<file path="src/rtl/fps_pkg.sv">
package fps_pkg;
  // bit positions inside the returned status byte
  localparam int B_POLL  = 7;
  localparam int B_TGL_A = 6;
  localparam int B_ERR   = 5;
  localparam int B_WIN   = 3;
  localparam int B_TGL_B = 2;

  // toggle-bit indices
  localparam int N_TGL = 2;
  localparam int T_A   = 0;
  localparam int T_B   = 1;

  typedef enum logic [1:0] {
    SRC_ARRAY = 2'd0,
    SRC_BUSY  = 2'd1,
    SRC_SUSP  = 2'd2,
    SRC_DONE  = 2'd3
  } src_e;
endpackage

</file>
<file path="src/rtl/fps_toggle.sv">
module fps_toggle (
  input  logic clk,
  input  logic rst_n,
  input  logic adv,
  output logic last
);
  // remembers the value most recently emitted on one toggle bit
  always_ff @(posedge clk) begin
    if (!rst_n)   last <= 1'b0;
    else if (adv) last <= ~last;
  end
endmodule

</file>
<file path="src/rtl/fps_err_flag.sv">
module fps_err_flag (
  input  logic clk,
  input  logic rst_n,
  input  logic set_fail,
  input  logic set_bad,
  input  logic clr_ok,
  input  logic clr_cmd,
  output logic err
);
  logic set_any;
  assign set_any = set_fail | set_bad;

  always_ff @(posedge clk) begin
    if (!rst_n)                 err <= 1'b0;
    else if (set_any)           err <= 1'b1;
    else if (clr_ok | clr_cmd)  err <= 1'b0;
  end

  // a read/reset with no competing set leaves the flag clear
  assert_err_clear_R6: assert property (@(posedge clk) disable iff (!rst_n)
    (clr_cmd && !set_fail && !set_bad) |=> !err);

  // a failure report always leaves the flag set
  assert_err_set_R6: assert property (@(posedge clk) disable iff (!rst_n)
    set_fail |=> err);
endmodule

</file>
<file path="src/rtl/fps_status_mux.sv">
module fps_status_mux
  import fps_pkg::*;
#(
  parameter int DW = 8
) (
  input  logic              busy_any,
  input  logic              prog_run,
  input  logic              eng_chip,
  input  logic              prog_bit,
  input  logic              addr_in_erase,
  input  logic              erase_susp,
  input  logic              erase_window,
  input  logic              err,
  input  logic              fin,
  input  logic              last_prog,
  input  logic              last_bit,
  input  logic [N_TGL-1:0]  t_last,
  input  logic [DW-1:0]     array_data,
  output logic [DW-1:0]     stat,
  output logic [N_TGL-1:0]  adv,
  output src_e              src
);
  logic tb_cond;

  always_comb begin
    stat    = '0;
    adv     = '0;
    src     = SRC_ARRAY;
    tb_cond = 1'b0;
    if (busy_any) begin
      src             = SRC_BUSY;
      stat[B_POLL]    = prog_run ? ~prog_bit : 1'b0;
      stat[B_TGL_A]   = ~t_last[T_A];
      adv[T_A]        = 1'b1;
      tb_cond         = !prog_run && (eng_chip || addr_in_erase);
    end else if (erase_susp) begin
      if (addr_in_erase) begin
        src           = SRC_SUSP;
        stat[B_POLL]  = 1'b1;
        stat[B_TGL_A] = 1'b1;
        tb_cond       = 1'b1;
      end
    end else if (fin) begin
      src             = SRC_DONE;
      stat[B_POLL]    = last_prog ? last_bit : 1'b1;
      stat[B_TGL_A]   = t_last[T_A];
      tb_cond         = err && !last_prog && addr_in_erase;
    end

    if (src == SRC_ARRAY) begin
      stat = array_data;
    end else begin
      stat[B_ERR]     = err;
      stat[B_WIN]     = ~erase_window;
      stat[B_TGL_B]   = tb_cond ? ~t_last[T_B] : 1'b1;
      adv[T_B]        = tb_cond;
    end
  end
endmodule

</file>
<file path="src/rtl/flash_poll_status.sv">
module flash_poll_status
  import fps_pkg::*;
#(
  parameter int DW = 8
) (
  input  logic          clk,
  input  logic          rst_n,
  input  logic          eng_busy,
  input  logic          eng_prog,
  input  logic          eng_chip,
  input  logic          prot_abort,
  input  logic          prog_bit,
  input  logic          addr_in_erase,
  input  logic          erase_susp,
  input  logic          erase_window,
  input  logic          op_done,
  input  logic          op_fail,
  input  logic          zero_to_one,
  input  logic          rd_reset,
  input  logic          rd_strobe,
  input  logic [DW-1:0] array_data,
  output logic [DW-1:0] rd_data,
  output logic          rd_valid,
  output logic          ready_line
);
  logic             strobe_q;
  logic             rise;
  logic             busy_any;
  logic             prog_run;
  logic             last_prog;
  logic             last_bit;
  logic             fin;
  logic             err;
  logic [N_TGL-1:0] t_last;
  logic [N_TGL-1:0] adv;
  logic [DW-1:0]    stat;
  src_e             src;

  assign rise     = rd_strobe & ~strobe_q;
  assign busy_any = eng_busy | prot_abort;
  assign prog_run = eng_busy & eng_prog;

  always_ff @(posedge clk) begin
    if (!rst_n) strobe_q <= 1'b0;
    else        strobe_q <= rd_strobe;
  end

  // remember what kind of operation ran last, for the final status byte
  always_ff @(posedge clk) begin
    if (!rst_n) begin
      last_prog <= 1'b0;
      last_bit  <= 1'b0;
    end else if (busy_any) begin
      last_prog <= prog_run;
      last_bit  <= prog_bit;
    end
  end

  // finished-operation state: one final read, or held while an error stands
  always_ff @(posedge clk) begin
    if (!rst_n)                                  fin <= 1'b0;
    else if (busy_any || rd_reset)               fin <= 1'b0;
    else if (op_done)                            fin <= 1'b1;
    else if (rise && src == SRC_DONE && !err)    fin <= 1'b0;
  end

  genvar gi;
  generate
    for (gi = 0; gi < N_TGL; gi++) begin : g_tgl
      fps_toggle u_tgl (
        .clk  (clk),
        .rst_n(rst_n),
        .adv  (rise & adv[gi]),
        .last (t_last[gi])
      );
    end
  endgenerate

  fps_err_flag u_err (
    .clk     (clk),
    .rst_n   (rst_n),
    .set_fail(op_done & op_fail),
    .set_bad (zero_to_one),
    .clr_ok  (op_done & ~op_fail),
    .clr_cmd (rd_reset),
    .err     (err)
  );

  fps_status_mux #(.DW(DW)) u_mux (
    .busy_any     (busy_any),
    .prog_run     (prog_run),
    .eng_chip     (eng_chip),
    .prog_bit     (prog_bit),
    .addr_in_erase(addr_in_erase),
    .erase_susp   (erase_susp),
    .erase_window (erase_window),
    .err          (err),
    .fin          (fin),
    .last_prog    (last_prog),
    .last_bit     (last_bit),
    .t_last       (t_last),
    .array_data   (array_data),
    .stat         (stat),
    .adv          (adv),
    .src          (src)
  );

  always_ff @(posedge clk) begin
    if (!rst_n) begin
      rd_valid   <= 1'b0;
      rd_data    <= '0;
      ready_line <= 1'b1;
    end else begin
      rd_valid   <= rise;
      ready_line <= ~busy_any;
      if (rise) rd_data <= stat;
    end
  end

  // checker state: what kind of read was captured, and the previous bit 6
  logic cap_prog_q, cap_erase_q, cap_pbit_q, prev_b6, prev_busy;
  always_ff @(posedge clk) begin
    if (!rst_n) begin
      cap_prog_q  <= 1'b0;
      cap_erase_q <= 1'b0;
      cap_pbit_q  <= 1'b0;
      prev_b6     <= 1'b0;
      prev_busy   <= 1'b0;
    end else begin
      cap_prog_q  <= rise & prog_run;
      cap_erase_q <= rise & busy_any & ~prog_run;
      cap_pbit_q  <= prog_bit;
      if (rd_valid) begin
        prev_b6   <= rd_data[B_TGL_A];
        prev_busy <= cap_prog_q | cap_erase_q;
      end
    end
  end

  assert_prog_poll_R1: assert property (@(posedge clk) disable iff (!rst_n)
    (rd_valid && cap_prog_q) |-> (rd_data[B_POLL] == ~cap_pbit_q));

  assert_erase_poll_R2: assert property (@(posedge clk) disable iff (!rst_n)
    (rd_valid && cap_erase_q) |-> !rd_data[B_POLL]);

  assert_toggle_alt_R3: assert property (@(posedge clk) disable iff (!rst_n)
    (rd_valid && (cap_prog_q || cap_erase_q) && prev_busy) |-> (rd_data[B_TGL_A] != prev_b6));

  assert_ready_low_R9: assert property (@(posedge clk) disable iff (!rst_n)
    (eng_busy || prot_abort) |=> !ready_line);

  assert_reserved_zero_R10: assert property (@(posedge clk) disable iff (!rst_n)
    (rd_valid && (cap_prog_q || cap_erase_q)) |-> (rd_data[4] == 1'b0 && rd_data[1:0] == 2'b00));
endmodule

</file>
<file path="config.mk">
export PLATFORM = sky130hd
export DESIGN_NAME = flash_poll_status
export DESIGN_NICKNAME = d
export VERILOG_FILES = /design/src/rtl/fps_pkg.sv /design/src/rtl/fps_toggle.sv /design/src/rtl/fps_err_flag.sv /design/src/rtl/fps_status_mux.sv /design/src/rtl/flash_poll_status.sv
export SDC_FILE = /design/constraint.sdc
export NUM_CORES = 1
export LEC_CHECK = 0
export BUFFER_PORTS_ARGS = -buffer_cell sky130_fd_sc_hd__buf_4
export CAP_MARGIN = 20
export CORE_UTILIZATION = 44
export DETAILED_ROUTE_END_ITERATION = 8
export GPL_ROUTABILITY_DRIVEN = 1
export PLACE_DENSITY_LB_ADDON = 0.05
export SLEW_MARGIN = 20
export SYNTH_ARGS = -nofsm -noshare
export SYNTH_HDL_FRONTEND = slang
export SYNTH_SLANG_ARGS = --single-unit
</file>
<file path="constraint.sdc">
create_clock -name clk -period 1.4 [get_ports clk]
set_input_delay 0 -clock clk [delete_from_list [all_inputs] [get_ports clk]]
set_output_delay 0 -clock clk [all_outputs]
set_load 0.03 [all_outputs]
</file>
==> flow_metrics.py, run 1 <==
metrics = {
    "floorplanning": {
        "row_count": 14,
        "initial_utilization": 0.4838,
        "die_height_um": 43.17,
        "core_um2": 1541,
        "die_area_um2": 1864,
        "io_pins": 33,
        "floorplan.die.width_um": 43.17,
    },
    "power": {
        "internal-power_uw": 742.4,
        "net_sw_frac": 0.2792,
        "share_seq_of_total_power": 0.513,
        "share_of_power_burned_in_the_clock_network": 0.256,
        "worst_ir_drop_vdd_mv": 0.6147,
        "netSwitchingPower_uw": 287.6,
        "powerDensity_nw_per_um2": 895.8,
        "power.combinational.fraction": 0.231,
        "p_leak_uw": 0.0004929,
    },
    "sta": {
        "worst-slew-pin-transition_ns": 0.3012,
        "finalWorstPathRequiredPeriod_ns": 1.343,
        "finalHoldViolations": 0,
        "timing.final.max_slew_violations": 0,
        "layout_setup_ws_ns": 0.05690,
        "rsz_0062_raised_after_global_routing": "no",
        "final.period_utilization": 0.9594,
        "worst_clock_skew_ns": 0.008009,
        "max_freq_mhz": 744.5,
        "setup-tns-final_ns": 0,
        "timing.max_slew.rel_slack": 0.7965,
        "finalSetupViolations": 0,
    },
    "critical_path": {
        "worstSetupStartpoint": "rd_strobe",
        "crit-reg2reg-capture": "g_tgl[1].u_tgl.last",
        "startpoint_type": "input pin",
        "criticalPathCategory": "in -> reg",
        "end_kind": "flop",
        "critPathCapture": "g_tgl[1].u_tgl.last",
        "worstRegToRegCells": 3,
        "worstPathMaxFanout": 3,
        "rr_startpoint": "fin",
        "worst_ep_arrival_time_ns": 1.57,
        "setup.reg_to_reg.worst_slack_ns": 0.10,
        "timing.critical_path.required_ns": 1.63,
    },
    "layout": {
        "fillCellCount": 127,
        "antenna-diode-count": 0,
        "nets_finish": 158,
        "post-route-util": 0.7459,
        "drive_above_1_share": 0.3209,
        "synthToLayoutAreaGrowth_pct": 54.19,
    },
    "routing": {
        "drt.antenna.violating_nets": 0,
        "avgRoutedWirePerCell_um": 13.59,
        "drc": 0,
        "dr_total_vias": 833,
        "detail_route.first_pass.iterations": 4,
        "drt_iter0_drc": 16,
        "finalWirelength_um": 2038,
        "routed_via_density": 5.553,
    },
    "global_routing": {
        "grt_util_all_layers": 0.2417,
        "aggregate_global_routing_overflow": 0,
        "global_route_wire_length_before_repair_um": 3401,
        "antenna_found_initial": 0,
        "largest_net_degree_at_the_start_of_global_routing": 13,
        "vias_in_the_first_global_route": 793,
    },
    "synth": {
        "synth_top_cells_by_area": "dfxtp_1, a21oi_1, nand2_1",
        "synth_ff_type": "dfxtp_1",
        "syn_area_per_cell_um2": 8.571,
        "yosysTopAreaCell": "dfxtp_1",
        "ys_seq_elements": 17,
        "postSynthCellCount": 87,
        "yosysTopAreaCellShare": 0.4564,
        "yosysWarnings": 0,
        "synthesis.area_um2": 745.7,
        "synth.distinct_cells": 29,
        "synth-edff-count": 0,
        "postSynth.asyncResetShare": 0,
        "netlist_top_cells_count": "dfxtp_1, a21oi_1, nand2_1",
        "yosysMostFrequentCell": "dfxtp_1",
        "syn-num-nets": 110,
        "synth-seq-area-share": 0.4564,
    },
    "clocking": {
        "clock_tree.buffer_depth": 2,
        "clock_tree.htree_level_count": 1,
        "numCtsBuffers": 3,
        "clk_pin_slew_worst_paths_ns": 0.10,
        "tritoncts": "built",
        "cts.sink_count": 17,
        "worst_skew_pair.late_latency_ns": 0.29,
        "root_cell_of_the_clock_tree": "clkbuf_4",
    },
    "placed_design": {
        "gp_congestion": 0.7733,
        "quantity_of_i_o_buffers_inserted_on_ports": 32,
        "post-place-ws_ns": 0.1400,
        "post-dp-hpwl_um": 1414,
    },
    "status": {
        "run_status": "complete, no violations",
    },
    "job": {
        "drv.max_cap_violation_count": 0,
    },
    "worst_hold_path": {
        "timing.hold.worst.class": "in -> reg",
    },
}
==> sequential cells by signal (all words and copies together), names as in the netlist <==
name	count
fin	1
g_tgl.u_tgl.last	2
last_bit	1
last_prog	1
rd_data	8
rd_valid	1
ready_line	1
strobe_q	1
u_err.err	1
==> layer usage <==
metal | GRT usage | vias up | wire length [µm] | share of wire
li1 | - | 411 | - | -
met1 | 0.2992 | 379 | 889 | 0.44
met2 | 0.4060 | 37 | 978 | 0.48
met3 | 0.02979 | 6 | 143 | 0.070
met4 | 0.1212 | 0 | 27 | 0.013
met5 | 0 | - | 0 | 0
==> cell type report <==
class	instances	area (µm²)	area share
tap	16	20.02	0.01741
timing repair buffer	47	380.4	0.3308
multi-input combinational	64	375.4	0.3264
inverter	2	7.507	0.006529
clock buffer	4	26.28	0.02285
sequential	17	340.3	0.2960
==> cell usage in the layout (no fill, tap or decap), types with 2 or more instances in the layout <==
cell type / count
buf_4: 36
dfxtp_1: 17
a21oi_1: 15
nand2_1: 13
dlygate4sd3_1: 11
o21ai_0: 6
nand3_1: 3
nand4_1: 3
nor3_1: 3
clkbuf_4: 3
nor2_1: 2
or3_1: 2
nand3b_1: 2
==> through the flow <==
| step | hold slack [ns] | cell area (µm²) | total power (µW) | cells |
|---|---|---|---|---|
| 6_report | 0.01650 | 1150 | 1030 | 150 |
| 5_1_grt | 0.03608 | 1150 | 1072 | 150 |
| 4_1_cts | 0.01092 | 1150 | 1040 | 150 |
| 3_5_place_dp | 0.1786 | 1013 | 749.5 | 135 |
| 3_3_place_gp | 0.1737 | 1013 | 744.6 | 135 |
| 2_1_floorplan | 0.06194 | 745.7 | 644.4 | 87 |
==> power groups by stage <==
| stage | Sequential (µW) | Combinational (µW) | Clock [µW] |
|---|---|---|---|
| 2_1_floorplan | 568 | 76.5 | 0 |
| 3_3_place_gp | 538 | 207 | 0 |
| 3_5_place_dp | 540 | 210 | 0 |
| 4_1_cts | 528 | 236 | 275 |
| 5_1_grt | 532 | 257 | 283 |
| 6_report | 529 | 238 | 263 |
==> what timing repair did <==
item                      4_1_cts  5_1_grt
hold buffers                   11        0
hold endpoints to repair       10        0
setup buffers                   0        0
resized for setup               0        0
==> worst min path at each step <==
stage	end	slack (ns)	from	cells after the start
global placement	fin	0.17	rd_reset	2
global route	last_prog	0.04	eng_prog	3
floorplan	ready_line	0.06	rst_n	1
detailed placement	fin	0.18	rd_reset	2
CTS	rd_data[3]	0.01	array_data[3]	3
finish	rd_data[2]	0.02	array_data[2]	3
==> logic make-up after synthesis <==
logic type | count (synthesis) | synth area share
mux | 2 | 0.03188
compound gates | 26 | 0.2165
buf+inv | 6 | 0.04026
simple gates | 36 | 0.2551
flops | 17 | 0.4564
==> worst max-delay path, stage by stage <==
cell and delay (ns):
dlygate4sd3_1 0.53, buf_4 0.12, nor2b_1 0.16, nand2_1 0.09, or4_1 0.51, a21oi_1 0.16
No activity file was read; power rests on OpenSTA's default activity.
==> inputs of run 2 (changes only) <==
Settings changed: CORE_MARGIN set to 3.
Clock period 1.4 ns to 1.5 ns, I/O delays scaled along.
==> run 2 against run 1 <==
Clock skew is 0.0028 ns lower. Clock power is 5% lower. First-iteration DRC count rose by 75%. Critical path type unchanged. Die area up 19%. Routed wire length up 3.2%. Final area rose by 1.2%. Setup slack gained 0.10 ns. Final cell count up 0.67%. Sequential cell count did not move. Worst hold slack worse by 0.0072 ns. Sequential share of layout area down 0.35 points. Clock-buffer cell count is 1 lower.
==> flow_metrics.py, run 2 (synthesis results as in run 1) <==
metrics = {
    "placed_design": {
        "post-place-cells": 134,
        "gp_congestion": 0.8525,
        "post-dp-hpwl_um": 1451,
        "post-place-ws_ns": 0.2183,
        "quantity_of_i_o_buffers_inserted_on_ports": 32,
    },
    "critical_path": {
        "timing.critical_path.slowest_cell_delay_ns": 0.53,
        "cp_cell_sequence": "dlygate4sd3_1, buf_4, nor2b_1, nand2_1, or4_1, a21oi_1",
        "timing.critical_path.required_ns": 1.73,
        "startpoint_type": "input pin",
        "worstPathMaxFanout": 3,
        "crit_path_top_delay_cell": "dlygate4sd3_1",
        "worst_ep_arrival_time_ns": 1.57,
        "criticalPathCategory": "in -> reg",
        "end_kind": "flop",
    },
    "sta": {
        "finalWorstPathRequiredPeriod_ns": 1.340,
        "finalHoldViolations": 0,
        "timing.final.max_slew_violations": 0,
        "rsz_0062_raised_after_global_routing": "no",
        "max_freq_mhz": 746.3,
        "setup-tns-final_ns": 0,
        "finalSetupViolations": 0,
        "layout_setup_ws_ns": 0.1600,
        "worst-slew-pin-transition_ns": 0.3763,
        "worst_clock_skew_ns": 0.005218,
        "final.period_utilization": 0.8933,
        "timing.max_slew.rel_slack": 0.7442,
    },
    "floorplanning": {
        "io_pins": 33,
        "row_count": 14,
        "die_area_um2": 2225,
        "die_height_um": 47.17,
        "initial_utilization": 0.4783,
        "floorplan.die.width_um": 47.17,
        "core_um2": 1559,
    },
    "clocking": {
        "clock_tree.buffer_depth": 2,
        "cts.sink_count": 17,
        "worst_skew_pair.late_latency_ns": 0.29,
        "clk_pin_slew_worst_paths_ns": 0.10,
        "root_cell_of_the_clock_tree": "clkbuf_4",
        "tritoncts": "built",
        "numCtsBuffers": 3,
        "clock_tree.htree_level_count": 1,
    },
    "routing": {
        "drt.antenna.violating_nets": 0,
        "routed_via_density": 5.424,
        "finalWirelength_um": 2103,
        "drc": 0,
        "drt_iter0_drc": 28,
        "avgRoutedWirePerCell_um": 13.93,
        "detail_route.first_pass.iterations": 4,
        "dr_total_vias": 819,
    },
    "layout": {
        "nets_finish": 159,
        "post-route-util": 0.7464,
        "layout.cells.most_common": "buf_4",
        "drive_above_1_share": 0.3185,
        "instances_no_fill": 151,
        "flip_flop_count_of_the_largest_register_all_copies_and_words_added": 8,
        "largestRegisters": "rd_data: 8 flops, g_tgl.u_tgl.last: 2 flops",
        "synthToLayoutAreaGrowth_pct": 56.04,
        "antenna-diode-count": 0,
        "most_used_cells_in_the_layout_excluding_fill_and_tap_cells": "buf_4, dfxtp_1, a21oi_1, nand2_1, dlygate4sd3_1",
        "max_flop_register": "rd_data",
    },
    "power": {
        "worst_ir_drop_vdd_mv": 0.5887,
        "fin_total_pwr_uw": 967.8,
        "p_leak_uw": 0.0005009,
        "share_of_power_burned_in_the_clock_network": 0.258,
        "power.combinational.fraction": 0.232,
        "net_sw_frac": 0.2867,
        "share_seq_of_total_power": 0.510,
        "powerDensity_nw_per_um2": 831.7,
        "netSwitchingPower_uw": 277.5,
        "internal-power_uw": 690.3,
    },
    "worst_hold_path": {
        "timing.hold.worst.class": "in -> reg",
    },
    "global_routing": {
        "grt_util_all_layers": 0.2125,
        "aggregate_global_routing_overflow": 0,
        "antenna_found_initial": 0,
        "largest_net_degree_at_the_start_of_global_routing": 13,
        "vias_in_the_first_global_route": 752,
        "global_route_wire_length_before_repair_um": 3284,
    },
    "status": {
        "run_status": "complete, no violations",
    },
    "job": {
        "drv.max_cap_violation_count": 0,
    },
}
==> run 2: routing by layer <==
| metal | vias up | GRT usage | routed length [µm] |
|---|---|---|---|
| met5 | - | 0 | 0 |
| met4 | 0 | 0.08840 | 14 |
| met3 | 2 | 0.06130 | 131 |
| met2 | 29 | 0.3225 | 1046 |
| met1 | 371 | 0.2811 | 911 |
| li1 | 417 | - | - |
==> run 2: worst max-delay path, delay by kind of cell <==
kind                   cells  cell delay, ns
buffers and inverters      2            0.64
AOI/OAI and AO/OA          1            0.15
and+or+nand+nor            3            0.79
==> run 2: power by group through the flow <==
stage	Clock (µW)	Sequential [µW]	Combinational [µW]
finish	250	493	225
global route	271	496	246
CTS	253	493	223
detailed placement	0	503	195
global placement	0	502	192
floorplan	0	530	71.4
==> run 2: worst paths after layout <==
path | start | to | slack (ns) | depth (start not counted)
max reg2reg | strobe_q | g_tgl[1].u_tgl.last | 0.19 | 4
max | rd_strobe | g_tgl[1].u_tgl.last | 0.16 | 6
min reg2reg | rd_data[4] | rd_data[4] | 0.46 | 2
min | array_data[3] | rd_data[3] | 0.009 | 3
==> run 2: area by class of cell <==
class                   count  area (µm²)
clock buffers               3       22.52
clock inverters             1       5.005
fillers                   121       395.4
inverters                   2       7.507
multi-input cells          64       375.4
flip-flops and latches     17       340.3
well taps                  16       20.02
repair buffers             48       392.9
==> run 2: repair_timing <==
item | 4_1_cts | 5_1_grt
resized for setup | 0 | 0
hold buffers | 13 | 0
hold endpoints to repair | 12 | 0
buffers inserted | 0 | 0
==> run 2: stage by stage <==
stage	instance area [µm²]	hold WS, ns
floorplan	745.7	0.06194
global placement	1006	0.1754
detailed placement	1006	0.1811
CTS	1164	0.01354
global route	1164	0.03421
finish	1164	0.009319
==> inputs of run 3 (changes only) <==
Settings changed: RECOVER_POWER set to 100.
==> run 3 against run 2 <==
Die area is the same. First-iteration DRC count is the same. Final cell count is the same. Global-route usage is the same. Routed wire length grew 0.14%. Critical path depth is the same. Clock power is essentially flat. Final area shrank 4.2%. Power shrank 1.6%. Via count grew 0.12%. Highest routed layer unchanged.
==> flow_metrics.py, run 3 (synthesis results as in run 1) <==
metrics = {
    "clocking": {
        "clock_tree.buffer_depth": 2,
        "worst_skew_pair.late_latency_ns": 0.29,
        "root_cell_of_the_clock_tree": "clkbuf_4",
        "postCtsSetupRepairBufs": 0,
        "numCtsBuffers": 3,
        "tritoncts": "built",
        "cts.sink_count": 17,
        "ctsHoldBuffers": 13,
        "postCtsResizedCells": 0,
        "clk_pin_slew_worst_paths_ns": 0.11,
        "clock_tree.htree_level_count": 1,
    },
    "sta": {
        "worst_clock_skew_ns": 0.004944,
        "finalSetupViolations": 0,
        "timing.final.max_slew_violations": 0,
        "timing.max_slew.rel_slack": 0.7445,
        "finalWorstPathRequiredPeriod_ns": 1.354,
        "finalHoldViolations": 0,
        "rsz_0062_raised_after_global_routing": "no",
        "max_freq_mhz": 738.4,
        "worst-slew-pin-transition_ns": 0.3758,
        "setup-tns-final_ns": 0,
        "fin_worst_hold_slack_ns": 0.007788,
        "final.period_utilization": 0.9028,
    },
    "floorplanning": {
        "die_area_um2": 2225,
        "core_um2": 1559,
        "row_count": 14,
        "floorplan.die.width_um": 47.17,
        "die_height_um": 47.17,
        "initial_utilization": 0.4783,
        "io_pins": 33,
    },
    "global_routing": {
        "antenna_found_initial": 0,
        "global_route_wire_length_before_repair_um": 3284,
        "vias_in_the_first_global_route": 752,
        "aggregate_global_routing_overflow": 0,
        "grt_util_all_layers": 0.2125,
        "largest_net_degree_at_the_start_of_global_routing": 13,
    },
    "critical_path": {
        "startpoint_type": "input pin",
        "worstPathMaxFanout": 3,
        "crit_path_top_delay_cell": "dlygate4sd3_1",
        "cp_top_family": "simple AND/OR/NAND/NOR gates",
        "critical_path_buf_inv_count": 2,
        "timing.critical_path.required_ns": 1.73,
        "end_kind": "flop",
        "worst_ep_arrival_time_ns": 1.58,
        "criticalPathCategory": "in -> reg",
        "timing.critical_path.slowest_cell_delay_ns": 0.52,
        "cp_cell_sequence": "dlygate4sd3_1, clkbuf_4, nor2b_1, nand2_1, or4_1, a21oi_1",
    },
    "routing": {
        "drt_iter0_drc": 28,
        "finalWirelength_um": 2106,
        "detail_route.first_pass.iterations": 4,
        "avgRoutedWirePerCell_um": 13.95,
        "drc": 0,
        "drt.antenna.violating_nets": 0,
        "dr_total_vias": 820,
        "routed_via_density": 5.430,
    },
    "layout": {
        "nets_finish": 159,
        "layout.cells.most_common": "buf_4",
        "flip_flop_count_of_the_largest_register_all_copies_and_words_added": 8,
        "drive_above_1_share": 0.2148,
        "largestRegisters": "rd_data: 8 flops, g_tgl.u_tgl.last: 2 flops",
        "fillCellCount": 142,
        "most_used_cells_in_the_layout_excluding_fill_and_tap_cells": "buf_4, dfxtp_1, a21oi_1",
        "antenna-diode-count": 0,
        "max_flop_register": "rd_data",
        "post-route-util": 0.7151,
        "synthToLayoutAreaGrowth_pct": 49.50,
    },
    "power": {
        "power.combinational.fraction": 0.218,
        "share_seq_of_total_power": 0.517,
        "share_of_power_burned_in_the_clock_network": 0.265,
        "netSwitchingPower_uw": 279.0,
        "p_leak_uw": 0.0004499,
        "net_sw_frac": 0.2928,
        "worst_ir_drop_vdd_mv": 0.5917,
        "internal-power_uw": 673.8,
        "powerDensity_nw_per_um2": 854.7,
    },
    "status": {
        "run_status": "complete, no violations",
    },
    "placed_design": {
        "quantity_of_i_o_buffers_inserted_on_ports": 32,
        "post-dp-hpwl_um": 1451,
        "gp_congestion": 0.8525,
    },
    "job": {
        "drv.max_cap_violation_count": 0,
    },
    "worst_hold_path": {
        "timing.hold.worst.class": "in -> reg",
    },
}
## run 3: cell count changes in the layout (fill, tap and decap cells not counted)
cell      change
buf_4        -14
clkbuf_1     +13
and2_0        +1
and2_1        -1
clkbuf_4      +1
inv_1         +1
inv_2         -1
## run 3: cell type report
| class | instances | area, µm² | area share |
|---|---|---|---|
| inverters | 2 | 7.507 | 0.006734 |
| flip-flops and latches | 17 | 340.3 | 0.3053 |
| repair buffers | 48 | 344.1 | 0.3086 |
| well taps | 16 | 20.02 | 0.01796 |
| clock inverters | 1 | 5.005 | 0.004489 |
| clock buffers | 3 | 22.52 | 0.02020 |
| multi-input cells | 64 | 375.4 | 0.3367 |
## run 3: metrics by stage
stage               instances  total power, µW  instance area, µm²  setup slack (ns)
floorplan                  87            601.5               745.7            0.2990
global placement          134            694.8                1006            0.2437
detailed placement        134            697.7                1006            0.2183
CTS                       151            969.2                1164            0.1630
global route              151            994.8                1115           0.04594
finish                    151            952.8                1115            0.1458
## run 3: routing by layer
| metal | global-route usage | wire length, µm | up-vias |
|---|---|---|---|
| met1 | 0.2811 | 905 | 364 |
| met4 | 0.08840 | 21 | 0 |
| met2 | 0.3225 | 1022 | 38 |
| met3 | 0.06130 | 156 | 4 |
| met5 | 0 | 0 | - |
| li1 | - | - | 414 |
## run 3: path summary, 6_finish.rpt
path | start | endpoint | slack (ns) | cells past startpoint
worst max-delay path | rd_strobe | g_tgl[1].u_tgl.last | 0.15 | 6
worst min-delay path | array_data[3] | rd_data[3] | 0.008 | 3
worst max register to register | strobe_q | g_tgl[1].u_tgl.last | 0.20 | 4
worst min register to register | rd_data[0] | rd_data[0] | 0.46 | 2
## run 3: power groups by stage
stage / logic (µW) / clock network (µW) / registers (µW)
after CTS: 223 / 253 / 493
after detailed placement: 195 / 0 / 503
final: 208 / 252 / 493
after global routing: 229 / 271 / 495
after floorplan: 71.4 / 0 / 530
after global placement: 192 / 0 / 502
## run 3: tightest hold or removal path, delay by kind of cell
kind,cells,cell delay [ns]
compound gates,2,0.19
buf+inv,1,0.08
